[src/rtl/pinbank_pkg.sv]
// Package: register offsets and helpers shared by the GPIO pin bank.
// Assumes byte addressing with 32-bit registers on word boundaries.
package pinbank_pkg;

    localparam int BUS_W = 32;
    localparam int NREG  = 8;

    typedef logic [BUS_W-1:0] word_t;

    // Index of each stored configuration register
    localparam int IX_MODE  = 0;
    localparam int IX_DRIVE = 1;
    localparam int IX_DOUT  = 2;
    localparam int IX_INV   = 3;
    localparam int IX_TRIG  = 4;
    localparam int IX_SRC   = 5;
    localparam int IX_DUAL  = 6;
    localparam int IX_INEN  = 7;

    localparam logic [7:0] OFS_INDATA = 8'h0C;

    // Byte offset of configuration register idx
    function automatic logic [7:0] reg_offset(input int idx);
        case (idx)
            IX_MODE:  return 8'h00;
            IX_DRIVE: return 8'h04;
            IX_DOUT:  return 8'h08;
            IX_INV:   return 8'h20;
            IX_TRIG:  return 8'h24;
            IX_SRC:   return 8'h40;
            IX_DUAL:  return 8'h4C;
            default:  return 8'h50;
        endcase
    endfunction

endpackage

[src/rtl/pinbank_regs.sv]
// Module: configuration register file of the pin bank.
// Holds the eight read/write registers; writes are masked to NPINS bits.
// Assumes addresses wider than 8 bits are zero in their upper part for a hit.
module pinbank_regs
    import pinbank_pkg::*;
#(
    parameter int NPINS  = 32,
    parameter int ADDR_W = 8
) (
    input  logic              clk,
    input  logic              rst_n,
    input  logic [ADDR_W-1:0] addr,
    input  logic              we,
    input  word_t             wdata,
    output word_t             cfg [NREG]
);

    localparam logic [BUS_W:0] ONE_SH   = (BUS_W+1)'(1) << NPINS;
    localparam word_t          PIN_MASK = BUS_W'(ONE_SH - (BUS_W+1)'(1));

    logic [NREG-1:0] hit;
    word_t           cfg_q [NREG];

    for (genvar k = 0; k < NREG; k++) begin : g_reg
        // Decode: this register is addressed
        assign hit[k] = (addr == ADDR_W'(reg_offset(k)));

        // Storage: clear on reset, load masked data on an addressed write
        always_ff @(posedge clk) begin
            if (!rst_n)
                cfg_q[k] <= '0;
            else if (we && hit[k])
                cfg_q[k] <= wdata & PIN_MASK;
        end

        assign cfg[k] = cfg_q[k];

        a_r2_write_lands: assert property (@(posedge clk) disable iff (!rst_n)
            (we && hit[k]) |=> (cfg_q[k] == $past(wdata & PIN_MASK)));

        a_r8_miss_holds: assert property (@(posedge clk) disable iff (!rst_n)
            (we && !hit[k]) |=> $stable(cfg_q[k]));

        a_r1_reset_clears: assert property (@(posedge clk) disable iff (!rst_n)
            $rose(rst_n) |-> (cfg_q[k] == '0));

        a_r3_upper_clear: assert property (@(posedge clk) disable iff (!rst_n)
            (cfg_q[k] & ~PIN_MASK) == '0);
    end

endmodule

[src/rtl/pinbank_sync.sv]
// Module: two-flop synchronizer for the raw pad levels.
// Assumes pad_in may change at any time relative to clk.
module pinbank_sync #(
    parameter int WIDTH = 32
) (
    input  logic             clk,
    input  logic             rst_n,
    input  logic [WIDTH-1:0] d_in,
    output logic [WIDTH-1:0] d_sync
);

    logic [WIDTH-1:0] meta_q;
    logic [WIDTH-1:0] sync_q;
    logic [1:0]       warm_q;

    // Capture and re-time the pad levels
    always_ff @(posedge clk) begin
        if (!rst_n) begin
            meta_q <= '0;
            sync_q <= '0;
        end else begin
            meta_q <= d_in;
            sync_q <= meta_q;
        end
    end

    // Count edges since reset for the latency check (saturates at 2)
    always_ff @(posedge clk) begin
        if (!rst_n)
            warm_q <= '0;
        else if (warm_q != 2'd2)
            warm_q <= warm_q + 2'd1;
    end

    assign d_sync = sync_q;

    a_r6_two_edge_delay: assert property (@(posedge clk) disable iff (!rst_n)
        (warm_q == 2'd2) |-> (sync_q == $past(d_in, 2)));

endmodule

[src/rtl/pinbank_pads.sv]
// Module: pad-side logic: drive enable, output source select, input gating.
// Assumes configuration vectors are already masked to NPINS.
module pinbank_pads #(
    parameter int NPINS = 32
) (
    input  logic [NPINS-1:0] mode,
    input  logic [NPINS-1:0] drive,
    input  logic [NPINS-1:0] dout,
    input  logic [NPINS-1:0] src_alt,
    input  logic [NPINS-1:0] in_en,
    input  logic [NPINS-1:0] alt_dout,
    input  logic [NPINS-1:0] pad_sync,
    output logic [NPINS-1:0] pad_out,
    output logic [NPINS-1:0] pad_oe,
    output logic [NPINS-1:0] in_data
);

    for (genvar i = 0; i < NPINS; i++) begin : g_pin
        // Per-pin pad control and input gate
        always_comb begin
            pad_oe[i]  = !mode[i] && drive[i];
            pad_out[i] = src_alt[i] ? alt_dout[i] : dout[i];
            in_data[i] = pad_sync[i] && in_en[i];
        end
    end

endmodule

[src/rtl/pinbank_rdmux.sv]
// Module: registered read data selector.
// Assumes cfg words are already masked; undefined offsets return zero.
module pinbank_rdmux
    import pinbank_pkg::*;
#(
    parameter int NPINS  = 32,
    parameter int ADDR_W = 8
) (
    input  logic              clk,
    input  logic              rst_n,
    input  logic [ADDR_W-1:0] addr,
    input  word_t             cfg [NREG],
    input  logic [NPINS-1:0]  in_data,
    output word_t             rdata
);

    localparam logic [BUS_W:0] ONE_SH   = (BUS_W+1)'(1) << NPINS;
    localparam word_t          PIN_MASK = BUS_W'(ONE_SH - (BUS_W+1)'(1));

    word_t rd_sel;
    logic  any_hit;

    // Select the addressed word
    always_comb begin
        rd_sel  = '0;
        any_hit = 1'b0;
        for (int k = 0; k < NREG; k++) begin
            if (addr == ADDR_W'(reg_offset(k))) begin
                rd_sel  = cfg[k];
                any_hit = 1'b1;
            end
        end
        if (addr == ADDR_W'(OFS_INDATA)) begin
            rd_sel  = BUS_W'(in_data);
            any_hit = 1'b1;
        end
    end

    // Register the read data
    always_ff @(posedge clk) begin
        if (!rst_n)
            rdata <= '0;
        else
            rdata <= rd_sel;
    end

    a_r3_rdata_upper_zero: assert property (@(posedge clk) disable iff (!rst_n)
        (rdata & ~PIN_MASK) == '0);

    a_r8_undef_reads_zero: assert property (@(posedge clk) disable iff (!rst_n)
        !any_hit |=> (rdata == '0));

endmodule

[src/rtl/pinbank_ctrl.sv]
// Module: top of the GPIO pin bank.
// Connects register file, synchronizer, pad logic and read mux; exports
// the interrupt configuration vectors to the external sense block.
// Assumes a single bus master and synchronous active-low reset.
module pinbank_ctrl
    import pinbank_pkg::*;
#(
    parameter int NPINS  = 32,
    parameter int ADDR_W = 8
) (
    input  logic              clk,
    input  logic              rst_n,
    input  logic [ADDR_W-1:0] bus_addr,
    input  logic              bus_we,
    input  logic [31:0]       bus_wdata,
    output logic [31:0]       bus_rdata,
    input  logic [NPINS-1:0]  pad_in,
    input  logic [NPINS-1:0]  alt_dout,
    output logic [NPINS-1:0]  pad_out,
    output logic [NPINS-1:0]  pad_oe,
    output logic [NPINS-1:0]  irq_mode,
    output logic [NPINS-1:0]  irq_invert,
    output logic [NPINS-1:0]  irq_edge,
    output logic [NPINS-1:0]  irq_dual
);

    word_t            cfg [NREG];
    logic [NPINS-1:0] pad_sync;
    logic [NPINS-1:0] in_data;

    pinbank_regs #(.NPINS(NPINS), .ADDR_W(ADDR_W)) u_regs (
        .clk   (clk),
        .rst_n (rst_n),
        .addr  (bus_addr),
        .we    (bus_we),
        .wdata (bus_wdata),
        .cfg   (cfg)
    );

    pinbank_sync #(.WIDTH(NPINS)) u_sync (
        .clk    (clk),
        .rst_n  (rst_n),
        .d_in   (pad_in),
        .d_sync (pad_sync)
    );

    pinbank_pads #(.NPINS(NPINS)) u_pads (
        .mode     (cfg[IX_MODE][NPINS-1:0]),
        .drive    (cfg[IX_DRIVE][NPINS-1:0]),
        .dout     (cfg[IX_DOUT][NPINS-1:0]),
        .src_alt  (cfg[IX_SRC][NPINS-1:0]),
        .in_en    (cfg[IX_INEN][NPINS-1:0]),
        .alt_dout (alt_dout),
        .pad_sync (pad_sync),
        .pad_out  (pad_out),
        .pad_oe   (pad_oe),
        .in_data  (in_data)
    );

    pinbank_rdmux #(.NPINS(NPINS), .ADDR_W(ADDR_W)) u_rdmux (
        .clk     (clk),
        .rst_n   (rst_n),
        .addr    (bus_addr),
        .cfg     (cfg),
        .in_data (in_data),
        .rdata   (bus_rdata)
    );

    // Exported configuration for the interrupt sense block
    assign irq_mode   = cfg[IX_MODE][NPINS-1:0];
    assign irq_invert = cfg[IX_INV][NPINS-1:0];
    assign irq_edge   = cfg[IX_TRIG][NPINS-1:0];
    assign irq_dual   = cfg[IX_DUAL][NPINS-1:0];

    a_r4_irq_mode_releases: assert property (@(posedge clk) disable iff (!rst_n)
        (bus_we && bus_addr == ADDR_W'(reg_offset(IX_MODE)))
        |=> ((pad_oe & $past(bus_wdata[NPINS-1:0])) == '0));

    a_r1_released_after_reset: assert property (@(posedge clk) disable iff (!rst_n)
        $rose(rst_n) |-> (pad_oe == '0 && irq_mode == '0));

endmodule

[config.mk]
export PLATFORM = sky130hd
export DESIGN_NAME = pinbank_ctrl
export DESIGN_NICKNAME = d
export VERILOG_FILES = /design/src/rtl/pinbank_pkg.sv /design/src/rtl/pinbank_regs.sv /design/src/rtl/pinbank_sync.sv /design/src/rtl/pinbank_pads.sv /design/src/rtl/pinbank_rdmux.sv /design/src/rtl/pinbank_ctrl.sv
export SDC_FILE = /design/constraint.sdc
export NUM_CORES = 1
export LEC_CHECK = 0
export ABC_AREA = 1
export BUFFER_PORTS_ARGS = -buffer_cell sky130_fd_sc_hd__buf_4
export CORE_MARGIN = 4
export CORE_UTILIZATION = 31
export DETAILED_ROUTE_END_ITERATION = 12
export SYNTH_ARGS = -nofsm -noshare
export SYNTH_HDL_FRONTEND = slang
export SYNTH_HIERARCHICAL = 1
export SYNTH_SLANG_ARGS = --single-unit
export TNS_END_PERCENT = 10
[constraint.sdc]
create_clock -name clk -period 2.4 [get_ports clk]
set_input_delay 0.36 -clock clk [delete_from_list [all_inputs] [get_ports clk]]
set_output_delay 0.36 -clock clk [all_outputs]
set_load 0.03 [all_outputs]
==> results.toml <==
[placement]
dp_hpwl_mm = 42.1
io_buffers = 330
place_ws_ns = 0.351
place_congestion = 0.994

[pwr]
comb_power_share_pct = 10.0
peakVddDrop_mv = 0.362
internal_power_mw = 10.7
p_sw_share_pct = 25.4
leakagePower_nw = 9.53
clkPwrFrac_pct = 41.2
powerDensity_nw_per_um2 = 714
power_frac_seq_pct = 48.8
p_sw_mw = 3.65

[sta]
max_freq_mhz = 547
rsz0062_at_grt = "no"
setup_ws_ns = 0.570
finalHoldViolations = 0
finalClockSkew_ns = 0.0162
max-slew-margin-rel_pct = 33.9
layout_min_cycle_time_ns = 1.83
whs_ns = 0.229
maxSlewViolCount = 0
timing.final.crit_share_pct = 76.2
worst_pin_slew_ns = 0.990
setup_viol = 0
fin_setup_tns_ns = 0

[floorplanning]
die_h_um = 231
coreArea_sq_um = 49000
dieArea_sq_um = 53200
start_util_pct = 31.4
die_w_um = 231
io_pins = 331
rows = 81

[global_route]
grt_first_pass_wirelength_mm = 85.0
track_usage_pct = 21.6
grt_pass1_vias = 13200
antenna_found_initial = 4
grt_max_degree = 90
gr-total-overflow = 0

[cts]
cts_max_level = 2
cts_buffers = 41
cts_tree = "done"
clk-insertion-delay-late_ns = 0.56
cts_sinks = 352
clock_path_buffers = 3
clk_pin_slew_ns = 0.06
clockRootBuffer = "clkbuf_16"

[worst_setup_path]
cp.buffers_inverters = 2
arrival_ns = 1.47
crit_path_frequent_cell = "nand2_1"
cp.required_ns = 2.04
worstSetupStartpointType = "flip-flop"
cp-end-kind = "output port"
cp_slowest_cell = "edfxtp_1"
path_max_fanout = 3
crit_type = "flip-flop to output port"
cpPeakStageDelay_ns = 0.49
cp_top_family = "flip-flops"
path_cells = "inv_1 > nand2_1 > nand2_1 > buf_4"

[cells_and_area]
drive_gt1_share_pct = 23.5
areaGrowthSynthToFinish_pct = 31.1
nNetsFinal = 2150
antenna_cells = 0

[yosys]
synth_cell_types = 31
ys_warn_count = 6
syn_area_sq_um = 15400
syn_area_per_cell_sq_um = 9.22
synth_seq_cells = 352
ys_seq_area_share_pct = 62.6
syn_nets = 1773
syn_inst = 1666

[hold_path]
hold_class = "input pin to flip-flop"

[detailed_routing]
ant_nets = 0
drtPass1Iterations = 5
routedWlPerCell_um = 21.4
drt_drc_violations_left = 0
drt_iter0_markers = 987
routed_wl_mm = 58.6
vias = 12900
viasPerCell = 4.71

[status]
outcome = "completed"

[flow_run]
drv_cap = 0
-- cells by family (layout without fill, tap and decap cells) --
kind of cell | after synthesis | count (layout) | share of synthesized area (%)
DFF | 352 | 352 | 62.6
and+or+nand+nor | 933 | 933 | 25.5
AOI/OAI and AO/OA | 76 | 76 | 2.67
buffers and inverters | 305 | 714 | 9.27
-- power groups by stage --
stage | Combinational, mW | Clock [mW] | Sequential, mW
after floorplan | 0.488 | 0 | 7.29
after global placement | 1.39 | 0 | 7.15
after detailed placement | 1.41 | 0 | 7.15
after CTS | 1.45 | 6.06 | 7.02
after global routing | 1.53 | 6.31 | 7.05
final | 1.44 | 5.92 | 7.02
-- timing repair --
| action | CTS | global route |
|---|---|---|
| hold buffers | 32 | 0 |
| gates resized for setup | 0 | 0 |
| buffers inserted | 0 | 0 |
| endpoints found under the hold margin | 32 | 0 |
-- through the flow --
step           instances  power [mW]  util (%)  instance area [sq um]
2_1_floorplan       1666        7.78         -                  15400
3_3_place_gp        2632        8.54      37.9                  18600
3_5_place_dp        2632        8.55      37.9                  18600
4_1_cts             2739        14.5      41.1                  20100
5_1_grt             2739        14.9      41.1                  20100
6_report            2739        14.4      41.1                  20100
-- worst paths after layout --
path                              end  cells past startpoint  slack (ns)           startpoint
setup / recovery          pad_out[23]                      4        0.57  u_regs/cfg_q[1][55]
hold / removal    u_regs/cfg_q[0][14]                      3        0.23        bus_wdata[14]
setup reg to reg    u_rdmux/rdata[20]                      6        0.98  u_regs/cfg_q[0][20]
hold reg to reg     u_sync/d_sync[13]                      2        0.41    u_sync/meta_q[13]
-- layer usage --
layer / global-route usage (%) / routed length (um) / up-vias
met2: 38.5 / 29200 / 636
met5: 0 / 68 / -
li1: - / - / 5958
met1: 25.7 / 22200 / 6191
met4: 6.50 / 1870 / 8
met3: 5.52 / 5230 / 109
-- cells in the mapped netlist (all sizes together) --
cell type	instances	share of area, %
o211ai	1	0.049
nand4	32	1.3
or2	8	0.33
nand3	32	1.6
buf	57	3.2
nor3	2	0.14
nand2	476	12
nand3b	1	0.049
clkbuf	8	0.20
a211oi	10	0.49
nor2	382	10
inv	240	5.9
a21oi	32	1.0
o21ai	31	1.0
edfxtp	256	50
o22ai	2	0.081
dfxtp	96	13
-- worst min-delay path, stage by stage --
cell	delay [ns]
buf_4	0.08
inv_1	0.12
nor2_1	0.12
-- layout by cell type (no fill, tap or decap), types with 2 or more instances in the layout --
cell           count
edfxtp_1         256
clkbuf_1          18
dlygate4sd3_1     32
nand2_2           12
clkinv_2           4
nor2_2            21
o21ai_1            3
nand3_2            5
inv_2              6
nand2_1          463
dfxtp_1           96
clkinvlp_4         2
nand3_1           22
o21ai_0           28
clkinv_1           5
a211oi_1          10
nor2_4            11
nand3_4            5
buf_4            358
clkbuf_16         43
or2_2              5
or2_1              3
o22ai_1            2
nor2_1           349
a21oi_1           32
buf_12             9
nand4_1           32
inv_1            234
-- area by class of cell --
type                       instances  area (sq um)
clock buffer                      62          1160
sequential                       352          9610
multi-input combinational       1009          4350
clock inverter                    13          92.6
timing repair buffer             399          3190
fill                            4825         28800
tap                              664           831
inverter                         240           901
-- registers in the layout, summed over array words and instances, names as in the netlist --
| register | flops |
|---|---|
| u_sync/meta_q | 32 |
| u_sync/d_sync | 32 |
| u_rdmux/rdata | 32 |
| u_regs/cfg_q | 256 |
(Power assumes the default switching activity.)
